### config.mk
export PLATFORM = sky130hd
export DESIGN_NAME = ext_bus_seq
export DESIGN_NICKNAME = d
export VERILOG_FILES = /design/src/rtl/ext_bus_pkg.sv /design/src/rtl/ext_bus_timer.sv /design/src/rtl/ext_bus_rstq.sv /design/src/rtl/ext_bus_seq.sv
export SDC_FILE = /design/constraint.sdc
export NUM_CORES = 1
export LEC_CHECK = 0
export ABC_AREA = 1
export BUFFER_PORTS_ARGS = -buffer_cell sky130_fd_sc_hd__buf_2
export CAP_MARGIN = 30
export CORE_MARGIN = 5
export CORE_UTILIZATION = 40
export DETAILED_ROUTE_END_ITERATION = 7
export GPL_TIMING_DRIVEN = 0
export HOLD_SLACK_MARGIN = 0.12
export MAX_ROUTING_LAYER = met4
export PLACE_DENSITY_LB_ADDON = 0.12
export SETUP_SLACK_MARGIN = 0.4
export SLEW_MARGIN = 25
export SYNTH_ARGS = -nofsm -noshare
export SYNTH_HDL_FRONTEND = slang
export SYNTH_SLANG_ARGS = --single-unit
export TNS_END_PERCENT = 20
### constraint.sdc
create_clock -name clk -period 2 [get_ports clk]
set_clock_uncertainty 0.15 [all_clocks]
set_input_delay 0.2 -clock clk [delete_from_list [all_inputs] [get_ports clk]]
set_output_delay 0.2 -clock clk [all_outputs]
set_load 0.005 [all_outputs]
### src/rtl/ext_bus_pkg.sv
package ext_bus_pkg;

    typedef enum logic [1:0] {
        K_NONE  = 2'd0,
        K_FETCH = 2'd1,
        K_DRD   = 2'd2,
        K_DWR   = 2'd3
    } xb_kind_e;

    localparam int BYTE_W = 8;

    typedef struct packed {
        xb_kind_e            kind;
        logic                use_p2;
        logic [BYTE_W-1:0]   lo;
        logic [BYTE_W-1:0]   hi;
        logic [BYTE_W-1:0]   wdata;
        logic [BYTE_W-1:0]   rbyte;
        logic                rvalid;
    } xb_ctl_t;

endpackage

### src/rtl/ext_bus_timer.sv
module ext_bus_timer #(
    parameter int PH_W = 3
) (
    input  logic            clk,
    input  logic            arst_n,
    input  logic            mode6,
    output logic [PH_W-1:0] ph,
    output logic            tick_last,
    output logic            half_end,
    output logic            mc_end,
    output logic            mc_first
);
    localparam logic [PH_W-1:0] PH_HALF = PH_W'(2);
    localparam logic [PH_W-1:0] PH_LAST = PH_W'(5);

    typedef struct packed {
        logic            sub;
        logic [PH_W-1:0] ph;
        logic            m6;
    } tmr_t;

    tmr_t s_d, s_q;

    always_comb begin
        s_d       = s_q;
        tick_last = s_q.m6 | s_q.sub;
        if (tick_last) begin
            s_d.sub = 1'b0;
            if (s_q.ph == PH_LAST) begin
                s_d.ph = '0;
                s_d.m6 = mode6;
            end else begin
                s_d.ph = s_q.ph + PH_W'(1);
            end
        end else begin
            s_d.sub = 1'b1;
        end
    end

    always_ff @(posedge clk or negedge arst_n) begin
        if (!arst_n) s_q <= '0;
        else         s_q <= s_d;
    end

    assign ph       = s_q.ph;
    assign half_end = tick_last && (s_q.ph == PH_HALF);
    assign mc_end   = tick_last && (s_q.ph == PH_LAST);
    assign mc_first = (s_q.ph == '0) && !s_q.sub;
endmodule

### src/rtl/ext_bus_rstq.sv
module ext_bus_rstq #(
    parameter int RST_MC = 8
) (
    input  logic clk,
    input  logic arst_n,
    input  logic mc_end,
    input  logic rst_pin,
    output logic rst_next,
    output logic core_rst
);
    localparam int CW = $clog2(RST_MC + 1);
    localparam logic [CW-1:0] CMAX = CW'(RST_MC);

    typedef struct packed {
        logic [CW-1:0] cnt;
        logic          rst;
    } rq_t;

    rq_t r_d, r_q;

    always_comb begin
        r_d = r_q;
        if (mc_end) begin
            if (rst_pin) begin
                if (r_q.cnt != CMAX) r_d.cnt = r_q.cnt + CW'(1);
                r_d.rst = (r_d.cnt == CMAX);
            end else begin
                r_d.cnt = '0;
                r_d.rst = 1'b0;
            end
        end
    end

    always_ff @(posedge clk or negedge arst_n) begin
        if (!arst_n) r_q <= '{cnt: CMAX, rst: 1'b1};
        else         r_q <= r_d;
    end

    assign rst_next = r_d.rst;
    assign core_rst = r_q.rst;
endmodule

### src/rtl/ext_bus_seq.sv
module ext_bus_seq
    import ext_bus_pkg::*;
#(
    parameter int RST_MC = 8
) (
    input  logic                 clk,
    input  logic                 arst_n,
    input  logic                 mode6,
    input  logic                 ea_n,
    input  logic                 rst_pin,
    input  logic                 fetch_req,
    input  logic [2*BYTE_W-1:0]  fetch_addr,
    input  logic                 data_req,
    input  logic                 data_we,
    input  logic                 data_wide,
    input  logic [2*BYTE_W-1:0]  data_addr,
    input  logic [BYTE_W-1:0]    data_wdata,
    input  logic [BYTE_W-1:0]    p2_latch,
    input  logic [BYTE_W-1:0]    ad_in,
    output logic                 ale,
    output logic                 psen_n,
    output logic                 rd_n,
    output logic                 wr_n,
    output logic [BYTE_W-1:0]    ad_out,
    output logic                 ad_oe,
    output logic [BYTE_W-1:0]    hi_addr,
    output logic [BYTE_W-1:0]    rd_byte,
    output logic                 rd_valid,
    output logic                 core_rst,
    output logic                 mcyc_start
);
    localparam int PH_W = 3;
    localparam logic [PH_W-1:0] PH_STROBE0 = PH_W'(2);
    localparam logic [PH_W-1:0] PH_HALF1   = PH_W'(3);
    localparam logic [PH_W-1:0] PH_LAST    = PH_W'(5);

    logic [PH_W-1:0] ph;
    logic            tick_last, half_end, mc_end, rst_next;

    ext_bus_timer #(.PH_W(PH_W)) u_tmr (
        .clk       (clk),
        .arst_n    (arst_n),
        .mode6     (mode6),
        .ph        (ph),
        .tick_last (tick_last),
        .half_end  (half_end),
        .mc_end    (mc_end),
        .mc_first  (mcyc_start)
    );

    ext_bus_rstq #(.RST_MC(RST_MC)) u_rstq (
        .clk      (clk),
        .arst_n   (arst_n),
        .mc_end   (mc_end),
        .rst_pin  (rst_pin),
        .rst_next (rst_next),
        .core_rst (core_rst)
    );

    xb_ctl_t c_d, c_q;
    logic    is_data, half1, ext_fetch;
    logic [PH_W-1:0] sph;

    assign ext_fetch = !ea_n && fetch_req;

    always_comb begin
        c_d        = c_q;
        c_d.rvalid = 1'b0;
        if (tick_last &&
            ((c_q.kind == K_FETCH && (ph == PH_STROBE0 || ph == PH_LAST)) ||
             (c_q.kind == K_DRD && ph == PH_LAST))) begin
            c_d.rbyte  = ad_in;
            c_d.rvalid = 1'b1;
        end
        if (mc_end) begin
            c_d.use_p2 = 1'b1;
            c_d.kind   = K_NONE;
            if (!rst_next) begin
                if (data_req) begin
                    c_d.kind   = data_we ? K_DWR : K_DRD;
                    c_d.lo     = data_addr[BYTE_W-1:0];
                    c_d.hi     = data_addr[2*BYTE_W-1:BYTE_W];
                    c_d.use_p2 = !data_wide;
                    c_d.wdata  = data_wdata;
                end else if (ext_fetch) begin
                    c_d.kind   = K_FETCH;
                    c_d.lo     = fetch_addr[BYTE_W-1:0];
                    c_d.hi     = fetch_addr[2*BYTE_W-1:BYTE_W];
                    c_d.use_p2 = 1'b0;
                end
            end
        end else if (half_end && c_q.kind != K_DRD && c_q.kind != K_DWR) begin
            c_d.use_p2 = 1'b1;
            c_d.kind   = K_NONE;
            if (!core_rst && ext_fetch) begin
                c_d.kind   = K_FETCH;
                c_d.lo     = fetch_addr[BYTE_W-1:0];
                c_d.hi     = fetch_addr[2*BYTE_W-1:BYTE_W];
                c_d.use_p2 = 1'b0;
            end
        end
    end

    always_ff @(posedge clk or negedge arst_n) begin
        if (!arst_n) c_q <= '{kind: K_NONE, use_p2: 1'b1, default: '0};
        else         c_q <= c_d;
    end

    // Output decode from registered phase and cycle kind.
    always_comb begin
        is_data = (c_q.kind == K_DRD) || (c_q.kind == K_DWR);
        half1   = (ph >= PH_HALF1);
        sph     = half1 ? ph - PH_HALF1 : ph;
        ale     = !core_rst && (sph == '0) && !(is_data && half1);
        psen_n  = !((c_q.kind == K_FETCH) && (sph == PH_STROBE0));
        rd_n    = !((c_q.kind == K_DRD) && (ph >= PH_STROBE0));
        wr_n    = !((c_q.kind == K_DWR) && (ph >= PH_STROBE0));
        ad_oe   = ((c_q.kind == K_FETCH) && (sph != PH_STROBE0)) ||
                  (is_data && (ph < PH_STROBE0)) ||
                  (c_q.kind == K_DWR);
        ad_out  = ((c_q.kind == K_DWR) && (ph >= PH_STROBE0)) ? c_q.wdata : c_q.lo;
        hi_addr = c_q.use_p2 ? p2_latch : c_q.hi;
    end

    assign rd_byte  = c_q.rbyte;
    assign rd_valid = c_q.rvalid;
endmodule

==> flow_summary.yaml <==
run_status:
  status: "complete, but fails checks"
  failed_checks: "negative setup slack"
timing:
  max_slew_margin_pct: 60.7
  max_freq_ghz: 0.431
  hold_viol: 0
  drv_slew: 0
  layout_min_cycle_time_ns: 2.32
  setup_ws_ns: -0.321
  report.final.setup_viol: 29
  min_period_over_period_pct: 116
  tightest_slew_ns: 0.590
  rsz0062_at_grt: "true"
critical_path:
  rrSetupSlack_ns: -0.12
  worstPathBufferInverterCount: 1
  r2r_start: "u_tmr.ph[1]"
  cp_num_cells: 8
  crit_end: "psen_n"
  cp_top_family: "simple AND/OR/NAND/NOR gates"
  startpoint: "u_tmr.ph[0]"
  cp-end-kind: "output pin"
  path_common_cell: "ha_4"
  crit_required_ns: 1.65
  path_cells: "ha_4 > ha_4 > nor2_4 > o21ai_4 > a21oi_2 > nand2_1 > or3b_4 > buf_2"
  cp_max_fo: 4
  reg2regPathDepth: 13
  cp-start-kind: "flop"
  critPathKind: "reg -> out"
  critPathMaxStageDelay_ns: 0.45
  regToRegEndpoint: "c_q[31]"
  cp_slowest_cell: "dfrtp_2"
  cp.arrival_ns: 1.97
floorplanning:
  coreArea_sq_um: 7180
  start_util_pct: 40.5
  fp.dieW_um: 95.2
  rows: 31
  die_y_um: 95.2
  die_area_sq_um: 9060
  ios: 97
synthesis:
  synthTopCellsByCount: "nand2_1, dfrtp_1, nand3_1, nand4_1, inv_1"
  postSynthAreaPerCell_sq_um: 7.46
  synth_top_area_share_pct: 37.1
  ys_warn_count: 0
  yosysMostFrequentCell: "nand2_1"
  yosysSeqAreaShare_pct: 39.8
  synthArstFlopShare_pct: 100
  ys.flop_type: "dfrtp_1"
  yosysTopAreaCell: "dfrtp_1"
  synthTopCellsByArea: "dfrtp_1, nand2_1, mux2_2"
  syn_area_sq_um: 2900
  ys_types: 35
  synth-edff-count: 0
  synth_cells: 389
  syn-num-nets: 461
  ys_seq_elements: 46
power:
  ir_drop_uv: 353
  p_per_area_nw_per_um2: 1180
  p_comb_share_pct: 57.4
  swShare_pct: 39.2
  power_switching_mw: 2.01
  clkPwrFrac_pct: 10.8
  p_int_mw: 3.12
  seq_power_share_pct: 31.7
  p_leak_nw: 2.38
clocking:
  cts.sinks: 46
  clk_latency_ns: 0.29
  clock_tree.root_cell: "clkbuf_8"
  clockBufferDepth: 2
  clk_pin_slew_worst_paths_ns: 0.08
  htree_levels: 2
  cts-buffers-inserted: 5
  cts_tree: "done"
global_routing:
  grt_max_degree: 30
  grtUsageMet1_pct: 24.3
  met3_usage_pct: 3.00
  track_usage_pct: 19.0
  grt_pass1_wl_um: 13300
  grt_use_met2_pct: 30.3
  antenna_found_initial: 0
  grt_overflow: 0
  grt_most_used_layer: "met2"
  grt_pass1_vias: 2894
detailed_routing:
  wl_per_cell_um: 12.6
  vias_per_cell: 4.70
  num_vias: 3015
  drt_wl_total_um: 8070
  drtIter0Drc: 142
  post-route-drc-count: 0
  postRouteAntennaNets: 0
  firstDrtPassIters: 4
job:
  cap_violations: 0
final_layout:
  finish.utilization_pct: 60.7
  multi_input_area_sq_um: 1680
  final_nets: 612
  fill_cells: 652
  syn_to_final_growth_pct: 50.0
  regArea_sq_um: 1160
  drive_gt1_share_pct: 35.1
placed_design:
  place_congestion: 0.857
  port_buffers: 95
  pre_cts_slack_ns: -0.167
  dp.final_hpwl_um: 5850
worst_hold_path:
  hold_path_class: "in -> reg"
[power by group through the flow]
| stage | clock network [mW] | registers (mW) | logic, mW |
|---|---|---|---|
| after global routing | 0.618 | 1.68 | 3.29 |
| after CTS | 0.578 | 1.63 | 2.79 |
| after detailed placement | 0 | 1.61 | 2.22 |
| after global placement | 0 | 1.60 | 2.17 |
| final | 0.556 | 1.63 | 2.95 |
| after floorplan | 0 | 1.53 | 1.55 |
[registers in the layout (all words and copies together), names as in the netlist]
register         flops
u_rstq.core_rst      1
rd_valid             1
u_rstq.r_q           4
c_q                 27
rd_byte              8
u_tmr.s_q            2
u_tmr.ph             3
[through the flow]
stage	TNS (ns)	instance area, sq um	total power, mW	hold WS (ns)	std cells
2_1_floorplan	0	2930	3.08	-0.246	389
3_3_place_gp	-2.14	3530	3.77	0.250	583
3_5_place_dp	-3.49	3550	3.83	0.0177	584
4_1_cts	-4.83	4250	5.00	0.180	633
5_1_grt	-7.06	4350	5.59	0.214	640
6_report	-2.67	4350	5.13	0.183	641
[what timing repair did]
action | CTS | global route
hold buffers | 36 | 0
endpoints found under the setup margin | 64 | 64
setup buffers | 4 | 7
resized for setup | 48 | 15
pin swaps | 6 | 4
gates cloned | 1 | 0
hold endpoints to repair | 84 | 0
[cell usage in the layout, fill, tap and decap left out, types with 2 or more instances in the layout]
cell / Yosys / layout
buf_12: 0 / 2
buf_2: 3 / 88
buf_4: 11 / 20
buf_6: 2 / 14
clkbuf_1: 4 / 4
clkbuf_8: 0 / 5
dfrtp_1: 43 / 41
dfrtp_2: 0 / 2
dfstp_2: 3 / 3
dlygate4sd3_1: 0 / 36
ha_1: 7 / 4
ha_4: 0 / 3
inv_1: 18 / 13
inv_2: 3 / 4
inv_4: 0 / 2
inv_6: 0 / 2
mux2_2: 16 / 7
mux2_4: 0 / 9
nand2_1: 179 / 177
nand2_2: 6 / 3
nand2_4: 2 / 7
nand3_1: 32 / 31
nand3_4: 0 / 2
nand4_1: 19 / 19
nor2_1: 9 / 8
nor2_4: 1 / 2
o21ai_0: 5 / 4
o21ai_2: 2 / 2
o22ai_1: 5 / 5
[per-layer routing]
metal | routed length [um] | up-vias
li1 | - | 1560
met1 | 3650 | 1344
met2 | 3790 | 98
met3 | 481 | 13
met4 | 150 | 0
met5 | 0 | -
[cell families after synthesis]
group	Yosys count	share of synthesized area (%)
flops	46	39.8
simple gates	255	38.4
fa+ha+maj	7	3.02
mux	16	6.21
compound gates	18	4.27
xor+xnor	1	0.302
buf+inv	46	8.02
[cell type report]
type	instances	share of cell area [%]
clock buffer	6	1.67
tap	99	2.85
buffer	23	4.11
sequential	46	26.6
inverter	23	2.50
multi-input combinational	298	38.5
timing repair buffer	143	23.4
antenna	1	0.0575
clock inverter	2	0.316
[how the worst min path moves through the flow]
| stage | slack (ns) | startpoint | to | depth (start not counted) |
|---|---|---|---|---|
| global route | 0.21 | data_we | c_q[34] | 4 |
| detailed placement | 0.02 | arst_n | u_tmr.ph[0] | 1 |
| floorplan | -0.25 | arst_n | c_q[10] | 0 |
| finish | 0.18 | data_we | c_q[34] | 4 |
| CTS | 0.18 | data_we | c_q[34] | 4 |
| global placement | 0.25 | mode6 | u_tmr.s_q[0] | 3 |
[worst reg2reg max path: stages, from the launching register on]
cell	delay, ns
dfrtp_2	0.44
inv_2	0.12
ha_1	0.20
nand2_4	0.09
nor2_8	0.15
nand2_4	0.07
nor2_1	0.10
nand2_1	0.12
buf_4	0.20
buf_6	0.14
nand4_1	0.07
nand2_1	0.05
nand2_1	0.06
nand2_1	0.04
Power figures use the tool's default switching activity.
